$ cat config.mk
export PLATFORM = sky130hd
export DESIGN_NAME = shared_vc_buffer
export DESIGN_NICKNAME = d
export VERILOG_FILES = /design/src/rtl/sbuf_pkg.sv /design/src/rtl/sbuf_free_tracker.sv /design/src/rtl/sbuf_slot_store.sv /design/src/rtl/sbuf_vc_table.sv /design/src/rtl/shared_vc_buffer.sv
export SDC_FILE = /design/constraint.sdc
export NUM_CORES = 1
export LEC_CHECK = 0
export ABC_AREA = 1
export BUFFER_PORTS_ARGS = -buffer_cell sky130_fd_sc_hd__buf_2
export CELL_PAD_IN_SITES_DETAIL_PLACEMENT = 1
export CELL_PAD_IN_SITES_GLOBAL_PLACEMENT = 1
export CORE_MARGIN = 2
export CORE_UTILIZATION = 43
export DETAILED_ROUTE_END_ITERATION = 12
export PLACE_DENSITY = 0.76
export SLEW_MARGIN = 15
export SYNTH_ARGS = -nofsm -noshare
export SYNTH_HDL_FRONTEND = slang
export SYNTH_SLANG_ARGS = --single-unit
$ cat constraint.sdc
create_clock -name clk -period 3 [get_ports clk]
set_input_delay 0.3 -clock clk [delete_from_list [all_inputs] [get_ports clk]]
set_output_delay 0.3 -clock clk [all_outputs]
set_load 0.01 [all_outputs]
$ cat src/rtl/sbuf_pkg.sv
package sbuf_pkg;

    typedef enum logic [2:0] {
        VCS_IDLE    = 3'd0,
        VCS_WAIT    = 3'd1,
        VCS_ROUTE   = 3'd2,
        VCS_VCALLOC = 3'd3,
        VCS_SWALLOC = 3'd4,
        VCS_TRAVERSE = 3'd5
    } vc_status_e;

    localparam int STATUS_W = 3;

    function automatic int unsigned count_ones(input logic [63:0] vec, input int unsigned width);
        int unsigned n;
        n = 0;
        for (int i = 0; i < 64; i++) begin
            if (i < width && vec[i]) n++;
        end
        return n;
    endfunction

endpackage

$ cat src/rtl/sbuf_free_tracker.sv
module sbuf_free_tracker #(
    parameter int NUM_SLOTS = 8,
    localparam int SLOT_W = $clog2(NUM_SLOTS),
    localparam int CNT_W  = $clog2(NUM_SLOTS + 1)
) (
    input  logic              clk,
    input  logic              rst,
    input  logic              alloc_i,
    input  logic              release_i,
    input  logic [SLOT_W-1:0] release_slot_i,
    output logic [SLOT_W-1:0] alloc_slot_o,
    output logic              any_free_o,
    output logic [CNT_W-1:0]  free_count_o
);
    import sbuf_pkg::*;

    logic [NUM_SLOTS-1:0] free_q;

    // lowest-numbered free slot: scan from the top so the lowest index wins
    always_comb begin
        alloc_slot_o = '0;
        for (int i = NUM_SLOTS - 1; i >= 0; i--) begin
            if (free_q[i]) alloc_slot_o = SLOT_W'(i);
        end
    end

    assign any_free_o   = |free_q;
    assign free_count_o = CNT_W'(count_ones(64'(free_q), NUM_SLOTS));

    // the read releases a slot that is occupied now, so it never collides
    // with the slot handed out to a write in the same cycle
    always_ff @(posedge clk) begin
        if (rst) begin
            free_q <= '1;
        end else begin
            if (alloc_i)   free_q[alloc_slot_o]   <= 1'b0;
            if (release_i) free_q[release_slot_i] <= 1'b1;
        end
    end

endmodule

$ cat src/rtl/sbuf_slot_store.sv
module sbuf_slot_store #(
    parameter int NUM_SLOTS = 8,
    parameter int FLIT_W    = 16,
    localparam int SLOT_W = $clog2(NUM_SLOTS)
) (
    input  logic              clk,
    input  logic              we_i,
    input  logic [SLOT_W-1:0] wslot_i,
    input  logic [FLIT_W-1:0] wdata_i,
    input  logic [SLOT_W-1:0] rslot_i,
    output logic [FLIT_W-1:0] rdata_o
);
    logic [FLIT_W-1:0] mem_q [NUM_SLOTS];

    always_ff @(posedge clk) begin
        if (we_i) mem_q[wslot_i] <= wdata_i;
    end

    assign rdata_o = mem_q[rslot_i];

endmodule

$ cat src/rtl/sbuf_vc_table.sv
module sbuf_vc_table #(
    parameter int NUM_SLOTS = 8,
    parameter int NUM_VCS   = 4,
    parameter int NUM_PORTS = 5,
    localparam int SLOT_W = $clog2(NUM_SLOTS),
    localparam int VC_W   = $clog2(NUM_VCS),
    localparam int PORT_W = $clog2(NUM_PORTS),
    localparam int CNT_W  = $clog2(NUM_SLOTS + 1)
) (
    input  logic                      clk,
    input  logic                      rst,
    input  logic                      wr_i,
    input  logic [VC_W-1:0]           wr_vc_i,
    input  logic [SLOT_W-1:0]         wr_slot_i,
    input  logic                      rd_i,
    input  logic [VC_W-1:0]           rd_vc_i,
    output logic [SLOT_W-1:0]         rd_head_o,
    output logic                      rd_nonempty_o,
    input  logic                      upd_valid_i,
    input  logic [VC_W-1:0]           upd_vc_i,
    input  sbuf_pkg::vc_status_e      upd_status_i,
    input  logic [PORT_W-1:0]         upd_outport_i,
    input  logic [VC_W-1:0]           upd_outvc_i,
    input  logic [VC_W-1:0]           qry_vc_i,
    output sbuf_pkg::vc_status_e      qry_status_o,
    output logic [PORT_W-1:0]         qry_outport_o,
    output logic [VC_W-1:0]           qry_outvc_o,
    output logic [CNT_W-1:0]          qry_count_o,
    output logic [CNT_W-1:0]          qry_credit_o
);
    import sbuf_pkg::*;

    typedef struct packed {
        logic [SLOT_W-1:0] head;
        logic [SLOT_W-1:0] tail;
        logic [CNT_W-1:0]  count;
        logic [CNT_W-1:0]  credit;
        vc_status_e        status;
        logic [PORT_W-1:0] outport;
        logic [VC_W-1:0]   outvc;
    } vc_entry_t;

    vc_entry_t         ent_q  [NUM_VCS];
    logic [SLOT_W-1:0] link_q [NUM_SLOTS];

    assign rd_head_o     = ent_q[rd_vc_i].head;
    assign rd_nonempty_o = (ent_q[rd_vc_i].count != '0);

    assign qry_status_o  = ent_q[qry_vc_i].status;
    assign qry_outport_o = ent_q[qry_vc_i].outport;
    assign qry_outvc_o   = ent_q[qry_vc_i].outvc;
    assign qry_count_o   = ent_q[qry_vc_i].count;
    assign qry_credit_o  = ent_q[qry_vc_i].credit;

    // append link: only when the target list already holds something
    always_ff @(posedge clk) begin
        if (rst) begin
            for (int s = 0; s < NUM_SLOTS; s++) link_q[s] <= '0;
        end else if (wr_i && ent_q[wr_vc_i].count != '0) begin
            link_q[ent_q[wr_vc_i].tail] <= wr_slot_i;
        end
    end

    generate
        for (genvar v = 0; v < NUM_VCS; v++) begin : g_vc
            logic hit_wr, hit_rd, last_out;
            assign hit_wr   = wr_i && (wr_vc_i == VC_W'(v));
            assign hit_rd   = rd_i && (rd_vc_i == VC_W'(v));
            assign last_out = hit_rd && (ent_q[v].count == CNT_W'(1));

            always_ff @(posedge clk) begin
                if (rst) begin
                    ent_q[v].head    <= '0;
                    ent_q[v].tail    <= '0;
                    ent_q[v].count   <= '0;
                    ent_q[v].credit  <= CNT_W'(NUM_SLOTS);
                    ent_q[v].status  <= VCS_IDLE;
                    ent_q[v].outport <= '0;
                    ent_q[v].outvc   <= '0;
                end else begin
                    if (hit_wr && (ent_q[v].count == '0 || last_out)) begin
                        ent_q[v].head <= wr_slot_i;
                    end else if (hit_rd && !last_out) begin
                        ent_q[v].head <= link_q[ent_q[v].head];
                    end
                    if (hit_wr) ent_q[v].tail <= wr_slot_i;
                    if (hit_wr && !hit_rd) begin
                        ent_q[v].count  <= ent_q[v].count + CNT_W'(1);
                        ent_q[v].credit <= ent_q[v].credit - CNT_W'(1);
                    end else if (hit_rd && !hit_wr) begin
                        ent_q[v].count  <= ent_q[v].count - CNT_W'(1);
                        ent_q[v].credit <= ent_q[v].credit + CNT_W'(1);
                    end
                    if (upd_valid_i && upd_vc_i == VC_W'(v)) begin
                        ent_q[v].status  <= upd_status_i;
                        ent_q[v].outport <= upd_outport_i;
                        ent_q[v].outvc   <= upd_outvc_i;
                    end
                end
            end
        end
    endgenerate

endmodule

$ cat src/rtl/shared_vc_buffer.sv
module shared_vc_buffer #(
    parameter int NUM_SLOTS = 8,
    parameter int NUM_VCS   = 4,
    parameter int NUM_PORTS = 5,
    parameter int FLIT_W    = 16,
    localparam int SLOT_W = $clog2(NUM_SLOTS),
    localparam int VC_W   = $clog2(NUM_VCS),
    localparam int PORT_W = $clog2(NUM_PORTS),
    localparam int CNT_W  = $clog2(NUM_SLOTS + 1)
) (
    input  logic              clk,
    input  logic              rst,
    input  logic              wr_valid_i,
    input  logic [VC_W-1:0]   wr_vc_i,
    input  logic [FLIT_W-1:0] wr_flit_i,
    input  logic              rd_en_i,
    input  logic [VC_W-1:0]   rd_vc_i,
    input  logic              upd_valid_i,
    input  logic [VC_W-1:0]   upd_vc_i,
    input  logic [2:0]        upd_status_i,
    input  logic [PORT_W-1:0] upd_outport_i,
    input  logic [VC_W-1:0]   upd_outvc_i,
    input  logic [VC_W-1:0]   qry_vc_i,
    output logic              rd_valid_o,
    output logic [FLIT_W-1:0] rd_flit_o,
    output logic [SLOT_W-1:0] rd_slot_o,
    output logic              overflow_o,
    output logic              credit_ret_valid_o,
    output logic [VC_W-1:0]   credit_ret_vc_o,
    output logic [CNT_W-1:0]  free_count_o,
    output logic [2:0]        qry_status_o,
    output logic [PORT_W-1:0] qry_outport_o,
    output logic [VC_W-1:0]   qry_outvc_o,
    output logic [CNT_W-1:0]  qry_count_o,
    output logic [CNT_W-1:0]  qry_credit_o
);
    import sbuf_pkg::*;

    logic              any_free, wr_acc, rd_acc, rd_nonempty;
    logic [SLOT_W-1:0] alloc_slot, head_slot;
    logic [FLIT_W-1:0] head_flit;
    vc_status_e        qry_status;

    assign wr_acc = wr_valid_i && any_free;
    assign rd_acc = rd_en_i && rd_nonempty;

    sbuf_free_tracker #(.NUM_SLOTS(NUM_SLOTS)) u_free (
        .clk            (clk),
        .rst            (rst),
        .alloc_i        (wr_acc),
        .release_i      (rd_acc),
        .release_slot_i (head_slot),
        .alloc_slot_o   (alloc_slot),
        .any_free_o     (any_free),
        .free_count_o   (free_count_o)
    );

    sbuf_slot_store #(.NUM_SLOTS(NUM_SLOTS), .FLIT_W(FLIT_W)) u_store (
        .clk     (clk),
        .we_i    (wr_acc),
        .wslot_i (alloc_slot),
        .wdata_i (wr_flit_i),
        .rslot_i (head_slot),
        .rdata_o (head_flit)
    );

    sbuf_vc_table #(.NUM_SLOTS(NUM_SLOTS), .NUM_VCS(NUM_VCS), .NUM_PORTS(NUM_PORTS)) u_tbl (
        .clk           (clk),
        .rst           (rst),
        .wr_i          (wr_acc),
        .wr_vc_i       (wr_vc_i),
        .wr_slot_i     (alloc_slot),
        .rd_i          (rd_acc),
        .rd_vc_i       (rd_vc_i),
        .rd_head_o     (head_slot),
        .rd_nonempty_o (rd_nonempty),
        .upd_valid_i   (upd_valid_i),
        .upd_vc_i      (upd_vc_i),
        .upd_status_i  (vc_status_e'(upd_status_i)),
        .upd_outport_i (upd_outport_i),
        .upd_outvc_i   (upd_outvc_i),
        .qry_vc_i      (qry_vc_i),
        .qry_status_o  (qry_status),
        .qry_outport_o (qry_outport_o),
        .qry_outvc_o   (qry_outvc_o),
        .qry_count_o   (qry_count_o),
        .qry_credit_o  (qry_credit_o)
    );

    assign qry_status_o = qry_status;

    always_ff @(posedge clk) begin
        if (rst) begin
            rd_valid_o         <= 1'b0;
            rd_flit_o          <= '0;
            rd_slot_o          <= '0;
            overflow_o         <= 1'b0;
            credit_ret_valid_o <= 1'b0;
            credit_ret_vc_o    <= '0;
        end else begin
            rd_valid_o         <= rd_acc;
            overflow_o         <= wr_valid_i && !any_free;
            credit_ret_valid_o <= rd_acc;
            if (rd_acc) begin
                rd_flit_o       <= head_flit;
                rd_slot_o       <= head_slot;
                credit_ret_vc_o <= rd_vc_i;
            end
        end
    end

endmodule

# ---- Yosys cells after proc, flatten, opt, wreduce, memory -nomap -nowiden
# Memories as Yosys holds them, arrays and structs flattened. A register that Yosys moved wholly into a read port is not among the register bits.
# Cells that the tools add are included.
dict set report totals {
  in_bits 37
  elab_cells 310
  ram_bits 240
  mem_count 3
  regBits 15
}
# name depth word_bits rd rd_clocked_by_memory_dff write_ports line_no
set memory_table {}
lappend memory_table {u_store.mem_q 8 16 1 1 1 sbuf_slot_store.sv:13} ;# logic [FLIT_W-1:0] mem_q [NUM_SLOTS];
lappend memory_table {u_tbl.ent_q 4 22 7 0 4 sbuf_vc_table.sv:43} ;# vc_entry_t ent_q [NUM_VCS];
lappend memory_table {u_tbl.link_q 8 3 4 0 8 sbuf_vc_table.sv:44} ;# logic [SLOT_W-1:0] link_q [NUM_SLOTS];
dict set report classes {
  mux 153
  n_reduce_logical 66
  add_sub_neg 23
  n_eq_ne 13
  bitwise 43
  order_cmp 4
}
# cell count
set op_table {}
lappend op_table {{$mux 1} 91}
lappend op_table {{$mux 3} 30}
lappend op_table {{$mux 4} 22}
lappend op_table {{$add 4x1->4 const B} 13}
lappend op_table {{$or 1x1->1} 40}
lappend op_table {{$logic_and 1x1->1} 38}
lappend op_table {{$sub 4x1->4 const B} 8}
lappend op_table {{$mux 8} 3}
lappend op_table {{$eq 4x1->1 const B} 4}
lappend op_table {{$logic_not 4->1} 4}
lappend op_table {{$logic_not 1->1} 13}
lappend op_table {{$eq 2x2->1 const B} 6}
lappend op_table {{$mux 2} 5}
lappend op_table {{$and 8x8->8} 1}
lappend op_table {{$lt 3x4->1 const B} 2}
lappend op_table {{$not 8->8} 1}
lappend op_table {{$or 8x8->8} 1}
lappend op_table {{$reduce_bool 4->1} 2}
lappend op_table {{$reduce_or 8->1} 1}
lappend op_table {{$demux 1 s3} 2}
lappend op_table {{$eq 2x1->1 const B} 3}
lappend op_table {{$ge 3x1->1 const B} 2}
lappend op_table {{$logic_not 2->1} 3}
lappend op_table {{$logic_or 1x1->1} 4}
lappend op_table {{other kinds (3)} 3}

# ---- Depth between registers and ports, before layout
# Gate-level depths: netlist of run 1.
dict set report depth {
  depth_word 18
  mapped_depth 23
  ltp_nobuf 23
}

# ---- Cells and area by module
# Synthesis of run 1 repeated with hierarchy kept, for this count alone.
dict set report unflattened {
  hier_cells 1795
  hier_area_um2 15199.6
}
# mod area_per_inst_um2 cells_per_inst seq_area_each_um2 n_inst
set by_module_without_submodules {}
lappend by_module_without_submodules {sbuf_vc_table 7337.0 883 3363.2 1}
lappend by_module_without_submodules {sbuf_slot_store 5669.2 571 3843.7 1}
lappend by_module_without_submodules {sbuf_free_tracker 1241.2 198 160.2 1}
lappend by_module_without_submodules {shared_vc_buffer 952.2 143 460.4 1}

# ---- Worst setup path after synthesis of run 1
# OpenSTA, ideal clock, no wires.
dict set report synth_timing {
  path_type {register -> output}
  startpoint {register u_free.free_q[0]}
  endpoint {output port free_count_o[3]}
  path_stages_with_launch 21
  slack_ns -0.139
  t_arrival_ns 2.839
  t_required_ns 2.700
  path_cell_list {dfxtp_1 inv_1 ha_1 nand2_1 inv_1 nor2_1 ha_1 or2_2 nand2_1 nand2_1 nand3_1 nand3_1 nand2_1 ha_1 or2_2 nand2_1 nor2_1 nand2_1 nand3_1 nand2_1 inv_1}
}
dict set report synth_between {
  elab_chain_len 15
}
# element line_no
set synth_lines {}
lappend synth_lines {{start: declaration} sbuf_free_tracker.sv:17} ;# logic [NUM_SLOTS-1:0] free_q;
lappend synth_lines {{start signal: assignment} sbuf_free_tracker.sv:34} ;# free_q <= '1;
lappend synth_lines {{start signal: indexed assignment} sbuf_free_tracker.sv:36} ;# if (alloc_i) free_q[alloc_slot_o] <= 1'b0;
lappend synth_lines {{start signal: indexed assignment} sbuf_free_tracker.sv:37} ;# if (release_i) free_q[release_slot_i] <= 1'b1;
lappend synth_lines {{$mux 1 *} sbuf_pkg.sv:18} ;# if (i < width && vec[i]) n++;
lappend synth_lines {{$add 1x1->2} sbuf_pkg.sv:18}
lappend synth_lines {{$mux 2 *} sbuf_pkg.sv:18}
lappend synth_lines {{$add 2x1->3} sbuf_pkg.sv:18}
lappend synth_lines {{$mux 4 *} sbuf_pkg.sv:18}
lappend synth_lines {{$add 4x1->4} sbuf_pkg.sv:18}
lappend synth_lines {{$mux 4 *} sbuf_pkg.sv:18}
lappend synth_lines {{$add 4x1->4} sbuf_pkg.sv:18}
lappend synth_lines {{$mux 4 *} sbuf_pkg.sv:18}
lappend synth_lines {{$add 4x1->4} sbuf_pkg.sv:18}
lappend synth_lines {{$mux 4 *} sbuf_pkg.sv:18}
lappend synth_lines {{$add 4x1->4} sbuf_pkg.sv:18}
lappend synth_lines {{$mux 4 *} sbuf_pkg.sv:18}
lappend synth_lines {{$add 4x1->4} sbuf_pkg.sv:18}
lappend synth_lines {{$mux 4 *} sbuf_pkg.sv:18}
lappend synth_lines {{end: declaration} shared_vc_buffer.sv:30} ;# output logic [CNT_W-1:0] free_count_o,
# Every way passes the cells marked *; elsewhere a longest branch is shown, timed or not.

# ---- Worst setup path after layout of run 1
# Same ends and word-level chain as after synthesis.

==> results of run 1 <==
[report_power, final]
part / internal [mW] / switching [mW] / total, mW / leakage [nW]
registers: 4.28 / 0.124 / 4.41 / 2.55
clock network: 2.78 / 1.54 / 4.32 / 0.560
logic: 0.635 / 1.09 / 1.72 / 3.30
total: 7.70 / 2.75 / 10.5 / 6.41
[worst max-delay path, stage by stage (launching register included)]
cell and delay, ns:
dfxtp_2 0.35, buf_4 0.13, ha_1 0.15, nand2_1 0.05
o21ai_1 0.21, nand2_1 0.19, nand2_4 0.14, ha_4 0.21
nand2_4 0.08, nand2_2 0.06, nand2_2 0.07, nand3_2 0.09
nand2_2 0.13, ha_4 0.21, or2_4 0.25, nand2_4 0.07
nor2_2 0.03, nand2_1 0.08, nand3_2 0.08, nand2_2 0.06
inv_1 0.03, buf_2 0.12
[worst min-delay path by stage]
stage                                      to  slack (ns)  cells past startpoint               start
after floorplan           u_store.mem_q[0][0]        0.40                      0        wr_flit_i[0]
after global placement     credit_ret_vc_o[0]        0.47                      2  credit_ret_vc_o[0]
after detailed placement   credit_ret_vc_o[0]        0.48                      2  credit_ret_vc_o[0]
after CTS                 u_store.mem_q[0][8]        0.01                      1        wr_flit_i[8]
after global routing      u_store.mem_q[2][2]        0.02                      1        wr_flit_i[2]
final                     u_store.mem_q[6][6]        0.02                      1        wr_flit_i[6]
[through the flow]
step	utilization	area, µm²	total power [mW]	worst slack, ns
6_report	0.5155	16180	10.45	-0.6428
5_1_grt	0.5154	16180	10.86	-0.7898
4_1_cts	0.5121	16080	10.41	-0.5841
3_5_place_dp	0.4691	14730	5.981	-0.2367
3_3_place_gp	0.4691	14730	5.906	-0.1849
2_1_floorplan	-	13680	5.418	-0.002219
[layer usage]
layer | GRT usage | vias up | share of wire
met4 | 0.07258 | 4 | 0.025
met2 | 0.4267 | 252 | 0.51
li1 | - | 5204 | -
met3 | 0.03213 | 67 | 0.042
met5 | 0 | - | 0.00053
met1 | 0.3068 | 5471 | 0.43
[cell families (layout without fill, tap and decap cells)]
logic type      Yosys count  count (layout)  synth area share
simple gates            649             649            0.2073
flops                   271             271            0.5733
compound gates          266             266            0.1174
buf+inv                 182             319           0.05407
fa+ha+maj                32              32           0.02933
xor+xnor                 29              29           0.01860
other cells               0               1                 0
[flip-flops by register name, indices dropped and copies added (netlist names)]
| signal | count |
|---|---|
| credit_ret_valid_o | 1 |
| credit_ret_vc_o | 2 |
| overflow_o | 1 |
| rd_flit_o | 16 |
| rd_slot_o | 3 |
| u_free.free_q | 8 |
| u_store.mem_q | 128 |
| u_tbl.ent_q | 88 |
| u_tbl.link_q | 24 |
[layout by cell type, fill, tap and decap left out, types with 4 or more instances in the layout]
cell,synthesis,routed
edfxtp_1,240,240
nand2_1,237,215
nor2_1,202,194
inv_1,115,111
nand3_1,118,111
o21ai_0,94,89
buf_2,15,80
buf_4,5,60
a21oi_1,56,56
o211ai_1,50,50
or2_2,51,49
clkbuf_16,0,31
dfxtp_1,31,28
ha_1,32,26
o22ai_1,20,20
nand2_2,4,20
o31ai_1,20,20
nand4_1,18,18
xnor2_1,18,18
xor2_1,11,10
bufinv_16,0,10
nor2_2,3,9
a22oi_1,8,8
inv_2,4,7
o21ai_1,3,7
nand3_2,1,7
nand2_4,0,6
nor3_1,6,6
nor2_4,3,5
o21ai_2,3,4
o221ai_1,4,4
ha_4,0,4
clkinvlp_4,0,4
clkbuf_1,37,4
[area by class of cell]
type / count / area (µm²)
diodes: 1 / 2.502
clock buffers: 36 / 804.5
clock inverters: 20 / 371.6
fillers: 3540 / 15210
inverters: 120 / 452.9
multi-input cells: 976 / 5331
flip-flops and latches: 271 / 7831
well taps: 402 / 503.0
repair buffers: 143 / 884.6
[what timing repair did]
item                                    in CTS  in global routing
buffers inserted                            10                  1
cloned                                       0                  0
resized for setup                           32                 27
endpoints found under the setup margin       3                  8
pin swaps                                   20                 18
==> results by group, run 1 <==
Timing
  – Final period util: 1.214
  – Min Hold Slack: 0.02359 ns
  – Setup violators final: 3
  – Worst Tran Pin Value: 0.8107 ns
  – Setup ws final: -0.6428 ns
  – Final Max Slew Viols: 0
  – Final hold viol count: 0
  – RSZ-0062 raised after global routing: true
  – Rel. slew slack: 0.4559
  – Final Skew: 0.01789 ns
  – Fin Setup TNS: -1.818 ns
  – Fmax: 0.2745 GHz
  – Min Clock Period, post-route: 3.643 ns

Flow run
  – Max-cap violation count: 0

Global route
  – Global Route Usage Sum: 0.2405
  – Largest net degree at the start of global routing: 65
  – First-pass GRT wire length: 63150 µm
  – Gr ovfl total: 0
  – Vias in the first global route: 11620
  – Antenna violations before repair: 3

Cells and area
  – Layout cells sized above 1: 0.2031
  – Finished Layout Cells: 1969
  – Synthesis-to-layout area growth: 18.52%
  – Nets: 1611

Status
  – Failing checks: negative setup slack
  – Outcome: complete, but fails checks

Worst setup path
  – Critical path launch point: u_free.free_q[0]
  – Worst EP required: 2.70 ns
  – WP data arrival: 3.34 ns
  – Worst Setup End Kind: output port
  – Crit Path Class: flop to output port
  – Worst Setup Start Kind: flop
  – R2r startpoint: u_free.free_q[0]
  – Critical Path Sink: free_count_o[3]
  – R2R setup slack: 0.36 ns
  – R2R depth: 12
  – CP Max Fanout: 3
  – FF-to-FF End: u_tbl.link_q[1][2]

Synth
  – Fraction of registers with async set/reset: 0
  – Synth Instances: 1429
  – Mapped Area: 13650 µm²
  – Top_reg_cell synth: edfxtp_1
  – Synth area leaders: edfxtp_1, nand2_1, nor2_1
  – Share of the synthesized area in the top cell type: 0.5279
  – Top cells by count, synth: edfxtp_1, nand2_1, nor2_1, nand3_1, inv_1
  – Area leader, netlist: edfxtp_1
  – Yosys reg bits: 271
  – Netlist cell types: 41
  – Synth warn: 0
  – Post-synth EDFFs: 240
  – Syn_nets: 1498
  – Avg Cell Area, Syn: 9.554 µm²
  – Top-count cell post-synth: edfxtp_1
  – Seq/Total Area, Yosys: 0.5733

Clock network
  – H-tree depth: 1
  – Root Driver: clkbuf_16
  – Hold buffers post-CTS: 0
  – Clock insertion delay at the later pin of the skew report: 0.55 ns
  – CTS tree: built
  – CTS Buf Count: 30
  – Deepest clock path buffer count: 3
  – Clk slew on worst S/H paths: 0.06 ns
  – Clk sinks: 271

Floorplan
  – Core area: 31390 µm²
  – Row count: 65
  – Die Wd: 182.2 µm
  – I/O pin cnt: 81
  – Die height: 182.2 µm
  – Die Area: 33190 µm²
  – Initial Util: 0.4349

Route
  – Drt wl/cell: 20.24 µm
  – # DRC: 0
  – Drt initial violations: 610
  – Antenna viol nets, final: 0
  – Via Count: 11000
  – TritonRoute pass-1 iters: 5
  – Total wire length: 39850 µm
  – Vias/cell: 5.586

Pwr
  – Power per cell area: 645.8 nW/µm²
  – Pleak: 6.408 nW
  – VDD IR max: 556.4 µV

Placement
  – Placed insts: 1903
  – Port buffer count: 80
  – Global placement routability congestion: 0.8477
  – DP Wirelength: 26230 µm

Worst hold path
  – Hold WC Path Type: primary input to flop
(Power assumes the default switching activity.)
==> run 2, diff against run 1 <==
--- a/config.mk
+++ b/config.mk
@@ -6,7 +6,7 @@
 export NUM_CORES = 1
 export LEC_CHECK = 0
 export ABC_AREA = 1
-export BUFFER_PORTS_ARGS = -buffer_cell sky130_fd_sc_hd__buf_2
+export BUFFER_PORTS_ARGS = -buffer_cell sky130_fd_sc_hd__clkbuf_2
 export CELL_PAD_IN_SITES_DETAIL_PLACEMENT = 1
 export CELL_PAD_IN_SITES_GLOBAL_PLACEMENT = 1
 export CORE_MARGIN = 2
==> results by group, run 2 (synthesis results as in run 1) <==
Status
  – Outcome: complete, but fails checks
  – Failing checks: negative setup slack

Timing
  – RSZ-0062 raised after global routing: true
  – Final hold viol count: 0 (unchanged)
  – Fin Setup TNS: -1.929 ns (-0.1103 ns)
  – Rel. slew slack: 0.3363 (-0.1196)
  – Final period util: 1.203 (-0.01085)
  – Worst Tran Pin Value: 0.9945 ns (+0.1838 ns)
  – Min Hold Slack: 0.04543 ns (+0.02184 ns)
  – Min Clock Period, post-route: 3.610 ns (-0.03254 ns)
  – Final Skew: 0.01720 ns (-0.0006867 ns)
  – Setup violators final: 4 (+1)
  – Fmax: 0.2770 GHz (+0.90%)
  – Final Max Slew Viols: 0 (unchanged)
  – Setup ws final: -0.6103 ns (+0.03254 ns)

Worst setup path
  – CP Max Fanout: 4 (+1)
  – Critical path launch point: u_free.free_q[0]
  – R2R setup slack: 0.36 ns (about the same)
  – R2r startpoint: u_free.free_q[4]
  – Worst Setup Start Kind: flop
  – Worst Setup End Kind: output port
  – Worst EP required: 2.70 ns (about the same)
  – Crit Path Class: flop to output port
  – WP data arrival: 3.31 ns (-0.03 ns)

Route
  – Via Count: 10890 (-1.0%)
  – Total wire length: 40290 µm (+1.1%)
  – Vias/cell: 5.532 (-0.96%)
  – Antenna viol nets, final: 0 (unchanged)
  – Drt wl/cell: 20.47 µm (+1.1%)
  – TritonRoute pass-1 iters: 5 (unchanged)
  – # DRC: 0 (unchanged)
  – Drt initial violations: 718 (+18%)

Global route
  – Grt met3 use: 0.03891 (+0.006785)
  – Gr ovfl total: 0 (unchanged)
  – Global Route Usage Sum: 0.2403 (-0.0002592)
  – Met1 Usage GRT: 0.2994 (-0.007333)
  – Grt peak-use layer: met2
  – Vias in the first global route: 11580 (-0.28%)
  – Met2 usage: 0.4337 (+0.007023)
  – First-pass GRT wire length: 63140 µm (about the same)
  – Antenna violations before repair: 1 (-2)
  – Largest net degree at the start of global routing: 65 (unchanged)

Pwr
  – VDD IR max: 486.3 µV (-13%)
  – Pleak: 6.339 nW (-1.1%)
  – Switch share: 0.2707 (+0.007098)
  – Sequential Power Share: 0.450 (+0.028)
  – Combinational share of power: 0.181 (+0.016)
  – NetSw: 2.654 mW (-3.6%)
  – Clock power frac: 0.369 (-0.045)
  – Int Power: 7.151 mW (-7.1%)
  – Power per cell area: 610.9 nW/µm² (-5.4%)

Cells and area
  – Sequential cell area: 7831 µm² (unchanged)
  – Commonest cells after routing, fill and taps aside: edfxtp_1, nand2_1, nor2_1, inv_1, nand3_1
  – Biggest register: u_store.mem_q
  – Fill cell count: 3556 (+0.45%)
  – Max FFs per register: 128 (unchanged)
  – Finished Layout Cells: 1968 (-0.051%)
  – Layout cells sized above 1: 0.1994 (-0.003704)
  – Nets: 1614 (+0.19%)
  – Multi-input logic area: 5350 µm² (+0.35%)
  – Synthesis-to-layout area growth: 17.56%
  – Most common cell after layout, fill and taps aside: edfxtp_1
  – Biggest regs: u_store.mem_q x128, u_tbl.ent_q x88, u_tbl.link_q x24

Floorplan
  – Die Area: 33190 µm² (unchanged)
  – Row count: 65 (unchanged)
  – I/O pin cnt: 81 (unchanged)
  – Die Wd: 182.2 µm (unchanged)
  – Die height: 182.2 µm (unchanged)
  – Initial Util: 0.4349 (unchanged)
  – Core area: 31390 µm² (unchanged)

Worst hold path
  – Critical hold path startpoint: wr_flit_i[13]
  – Hold WC Path Type: primary input to flop

Clock network
  – Clk slew on worst S/H paths: 0.06 ns (about the same)
  – Clk sinks: 271 (unchanged)
  – Deepest clock path buffer count: 3 (unchanged)
  – Clock insertion delay at the later pin of the skew report: 0.55 ns (about the same)
  – CTS Buf Count: 29 (-3.3%)
  – H-tree depth: 1 (unchanged)
  – CTS tree: built
  – Root Driver: clkbuf_16

Flow run
  – Max-cap violation count: 0 (unchanged)

Placement
  – Placed insts: 1902 (-0.053%)
  – DP Wirelength: 26630 µm (+1.5%)
  – Dpl ws: -0.2488 ns (-0.01212 ns)
  – Global placement routability congestion: 0.8492 (+0.18%)
  – Port buffer count: 80 (unchanged)
run 2: cell count changes in the layout (fill, tap and decap cells not counted), moves of 3 or more:
cell,delta
buf_2,-77
clkbuf_2,+77
bufinv_16,-7
clkbuf_8,+6
clkbuf_1,+4
clkinvlp_4,-4
buf_12,+3
clkinv_1,+3
o21ai_1,-3
run 2: repair_timing:
item,CTS,global route
resized for setup,40,25
setup buffers,12,3
hold buffers,0,0
pin swaps,23,9
setup endpoints to repair,3,17
run 2: critical path, stage by stage (launching register included):
cell     delay, ns
dfxtp_2       0.35
inv_2         0.06
ha_4          0.30
nand2_4       0.07
inv_4         0.06
nor2_4        0.04
buf_12        0.12
ha_4          0.24
or2_4         0.23
nand2_2       0.08
nand2_2       0.08
nand3_4       0.08
nand3_4       0.09
nand2_4       0.09
ha_4          0.21
nand2_4       0.07
nand2_4       0.06
ha_4          0.27
nand2_1       0.05
o21ai_1       0.08
buf_2         0.15
run 2: routing by layer:
layer	share of wire	wire length (µm)
met5	0	0
met4	0.018	709
met3	0.047	1892
met2	0.51	20690
met1	0.42	17000
run 2: cell type report:
type,instances,area share
clock inverters,7,0.006626
diodes,1,0.0001559
well taps,402,0.03134
inverters,120,0.02822
flip-flops and latches,271,0.4879
multi-input cells,976,0.3333
repair buffers,147,0.05932
clock buffers,44,0.05309
run 2: worst paths after layout:
check	to	cells past startpoint
worst max register to register	u_tbl.link_q[5][2]	10
worst min-delay path	u_store.mem_q[4][13]	1
worst max-delay path	free_count_o[1]	20
worst min register to register	rd_slot_o[0]	2
run 2: power groups by stage:
stage               Combinational, mW  Sequential (mW)  Clock, mW
finish                           1.78             4.41       3.61
global placement                 1.44             4.48          0
global route                     1.96             4.43       3.82
detailed placement               1.51             4.49          0
floorplan                       0.969             4.45          0
CTS                              1.66             4.41       3.67
run 2: stage by stage:
step           power [mW]    util  cell area (µm²)
5_1_grt             10.21  0.5112            16050
3_3_place_gp        5.915  0.4697            14740
3_5_place_dp        5.994  0.4697            14740
4_1_cts             9.740  0.5076            15930
6_report            9.805  0.5113            16050
2_1_floorplan       5.418       -            13680
==> run 3, diff against run 2 <==
--- a/config.mk
+++ b/config.mk
@@ -9,10 +9,10 @@
 export BUFFER_PORTS_ARGS = -buffer_cell sky130_fd_sc_hd__clkbuf_2
 export CELL_PAD_IN_SITES_DETAIL_PLACEMENT = 1
 export CELL_PAD_IN_SITES_GLOBAL_PLACEMENT = 1
-export CORE_MARGIN = 2
+export CORE_MARGIN = 5
 export CORE_UTILIZATION = 43
 export DETAILED_ROUTE_END_ITERATION = 12
-export PLACE_DENSITY = 0.76
+export PLACE_DENSITY_LB_ADDON = 0.3
 export SLEW_MARGIN = 15
 export SYNTH_ARGS = -nofsm -noshare
 export SYNTH_HDL_FRONTEND = slang
==> results by group, run 3 (synthesis results as in run 1) <==
Timing
  – Final hold viol count: 0 (unchanged)
  – Fmax: 0.2785 GHz (+0.56%)
  – Final Skew: 0.02449 ns (+0.007288 ns)
  – Final period util: 1.197 (-0.006738)
  – Fin Setup TNS: -1.769 ns (+0.1598 ns)
  – Worst Tran Pin Value: 1.130 ns (+0.1352 ns)
  – Final Max Slew Viols: 0 (unchanged)
  – Setup violators final: 3 (-1)
  – Setup ws final: -0.5901 ns (+0.02021 ns)
  – Rel. slew slack: 0.2389 (-0.09739)
  – RSZ-0062 raised after global routing: true
  – Min Clock Period, post-route: 3.590 ns (-0.02021 ns)

Status
  – Outcome: complete, but fails checks
  – Failing checks: negative setup slack

Pwr
  – Int Power: 7.166 mW (+0.21%)
  – Switch share: 0.2760 (+0.005337)
  – Pleak: 6.381 nW (+0.66%)
  – Clock power frac: 0.381 (+0.012)
  – Sequential Power Share: 0.446 (-0.004)
  – Combinational share of power: 0.173 (-0.008)
  – NetSw: 2.732 mW (+2.9%)
  – Power per cell area: 613.2 nW/µm² (+0.38%)
  – VDD IR max: 554.6 µV (+14%)

Worst setup path
  – Slowest stage delay, CP: 0.32 ns (-0.03 ns)
  – Crit-path most repeated cell: nand2_2
  – Crit-path cells: buf_4 > ha_1 > nand2_1 > o21ai_2 > buf_4 > nand2_2 > nand2_2 > ha_4 > nand2_4 > nand2_2 > nand2_2 > nand3_2 > nand2_2 > ha_4 > or2_4 > nand2_4 > nor2_2 > nand2_1 > nand3_1 > nand2_1 > inv_1 > clkbuf_2
  – R2R setup slack: 0.26 ns (-0.10 ns)
  – CP Depth: 22 (+10%)
  – WP data arrival: 3.29 ns (-0.02 ns)
  – CP Max Fanout: 4 (unchanged)
  – Buf/Inv on CP: 4 (unchanged)
  – Worst Setup Start Kind: flop
  – CP delay by family, top: simple AND/OR/NAND/NOR gates
  – CP max-delay cell: dfxtp_2
  – Worst EP required: 2.70 ns (about the same)
  – R2R depth: 11 (+1)
  – Worst Setup End Kind: output port
  – Crit Path Class: flop to output port

Cells and area
  – Commonest cells after routing, fill and taps aside: edfxtp_1, nand2_1, nor2_1, inv_1, nand3_1
  – Biggest regs: u_store.mem_q x128, u_tbl.ent_q x88, u_tbl.link_q x24
  – Synthesis-to-layout area growth: 18.23%
  – Layout cells sized above 1: 0.1977 (-0.001642)
  – Max FFs per register: 128 (unchanged)
  – Most common cell after layout, fill and taps aside: edfxtp_1
  – Biggest register: u_store.mem_q
  – ANT cells: 0 (-1)
  – Nets: 1624 (+0.62%)

Worst hold path
  – Hold Crit Depth: 1 (unchanged)
  – Hold WC Path Type: primary input to flop

Route
  – Via Count: 11030 (+1.3%)
  – Antenna viol nets, final: 0 (unchanged)
  – Vias/cell: 5.571 (+0.70%)
  – # DRC: 0 (unchanged)
  – TritonRoute pass-1 iters: 5 (unchanged)
  – Drt wl/cell: 20.28 µm (-0.92%)
  – Drt initial violations: 851 (+19%)
  – Total wire length: 40160 µm (-0.31%)

Floorplan
  – I/O pin cnt: 81 (unchanged)
  – Die height: 188.2 µm (+3.3%)
  – Row count: 65 (unchanged)
  – Die Area: 35420 µm² (+6.7%)
  – Core area: 31470 µm² (+0.26%)
  – Initial Util: 0.4338 (-0.001124)
  – Die Wd: 188.2 µm (+3.3%)

Placement
  – Dpl ws: -0.2511 ns (-0.002298 ns)
  – Global placement routability congestion: 0.8924 (+5.1%)
  – DP Wirelength: 27150 µm (+2.0%)
  – Port buffer count: 80 (unchanged)

Clock network
  – Root Driver: clkbuf_16
  – Clk slew on worst S/H paths: 0.06 ns (about the same)
  – Deepest clock path buffer count: 3 (unchanged)
  – Clk sinks: 271 (unchanged)
  – H-tree depth: 1 (unchanged)
  – CTS tree: built
  – Clock insertion delay at the later pin of the skew report: 0.58 ns (+0.03 ns)
  – CTS Buf Count: 30 (+3.4%)

Global route
  – Antenna violations before repair: 0 (-1)
  – Gr ovfl total: 0 (unchanged)
  – First-pass GRT wire length: 62960 µm (-0.27%)
  – Largest net degree at the start of global routing: 67 (+3.1%)
  – Vias in the first global route: 11490 (-0.78%)
  – Global Route Usage Sum: 0.2196 (-0.02071)

Flow run
  – Max-cap violation count: 0 (unchanged)
## run 3: changes by cell type in the layout (fill, tap and decap cells not counted), moves of 2 or more
cell           before  now
nand2_2            19   21
o21ai_0            91   89
clkbuf_1            8    6
clkinv_2            1    5
buf_12              3    1
clkbuf_8            7    2
nand3_4             2    0
nand3_2             7    9
dlygate4sd3_1       0   11
o21ai_1             4    6
clkinv_1            4    7
## run 3: metrics by stage
step / utilization / hold WS (ns) / instances / power (mW) / instance area (µm²)
2_1_floorplan: - / 0.3989 / 1429 / 5.418 / 13680
3_3_place_gp: 0.4685 / 0.4803 / 1904 / 5.918 / 14750
3_5_place_dp: 0.4685 / 0.5014 / 1904 / 5.987 / 14750
4_1_cts: 0.5103 / 0.008076 / 1977 / 9.893 / 16060
5_1_grt: 0.5129 / 0.03340 / 1980 / 10.33 / 16140
6_report: 0.5129 / 0.03203 / 1980 / 9.898 / 16140
## run 3: final cells by class
type	instances	area, µm²
Clock inverter	17	205.2
Timing Repair Buffer	156	1022
Sequential cell	271	7830
Tap cell	402	503.0
Inverter	120	450.4
Multi-Input combinational cell	976	5330
Fill cell	3541	15330
Clock buffer	38	800.8
## run 3: per-layer routing
layer  share of wire  wire length [µm]  GRT usage  vias to the layer above
li1                -                 -          -                     5225
met1            0.43             17100     0.2824                     5487
met2            0.50             20150     0.3914                      247
met3           0.049              1956    0.03186                       71
met4           0.024               960    0.05421                        0
met5               0                 0          0                        -
## run 3: power by group through the flow
| stage | Combinational [mW] | Clock [mW] | Sequential, mW |
|---|---|---|---|
| final | 1.71 | 3.78 | 4.41 |
| after global routing | 1.91 | 4.00 | 4.42 |
| after CTS | 1.66 | 3.83 | 4.41 |
| after detailed placement | 1.50 | 0 | 4.48 |
| after global placement | 1.44 | 0 | 4.48 |
| after floorplan | 0.969 | 0 | 4.45 |
## run 3: path summary, 6_finish.rpt
check / from / endpoint
min: wr_flit_i[3] / u_store.mem_q[2][3]
max: u_free.free_q[0] / free_count_o[3]
max reg2reg: u_free.free_q[4] / u_tbl.link_q[7][1]
min reg2reg: rd_slot_o[2] / rd_slot_o[2]
## run 3: worst reg2reg max path, stage by stage, from the launching register on
cell,delay (ns)
dfxtp_1,0.64
inv_1,0.17
nand3_1,0.17
nor2_1,0.08
nor2_4,0.31
nand2_1,0.18
nor2_2,0.20
a32oi_1,0.11
nor2_1,0.12
buf_4,0.18
nand2_1,0.13
nand2_1,0.15
## run 3: repair_timing
| item | 4_1_cts | 5_1_grt |
|---|---|---|
| gates cloned | 0 | 0 |
| pin swaps | 22 | 14 |
| endpoints found under the hold margin | 75 | 0 |
| resized for setup | 38 | 21 |
| hold buffers | 11 | 0 |
| setup endpoints to repair | 3 | 4 |
| setup buffers | 11 | 3 |
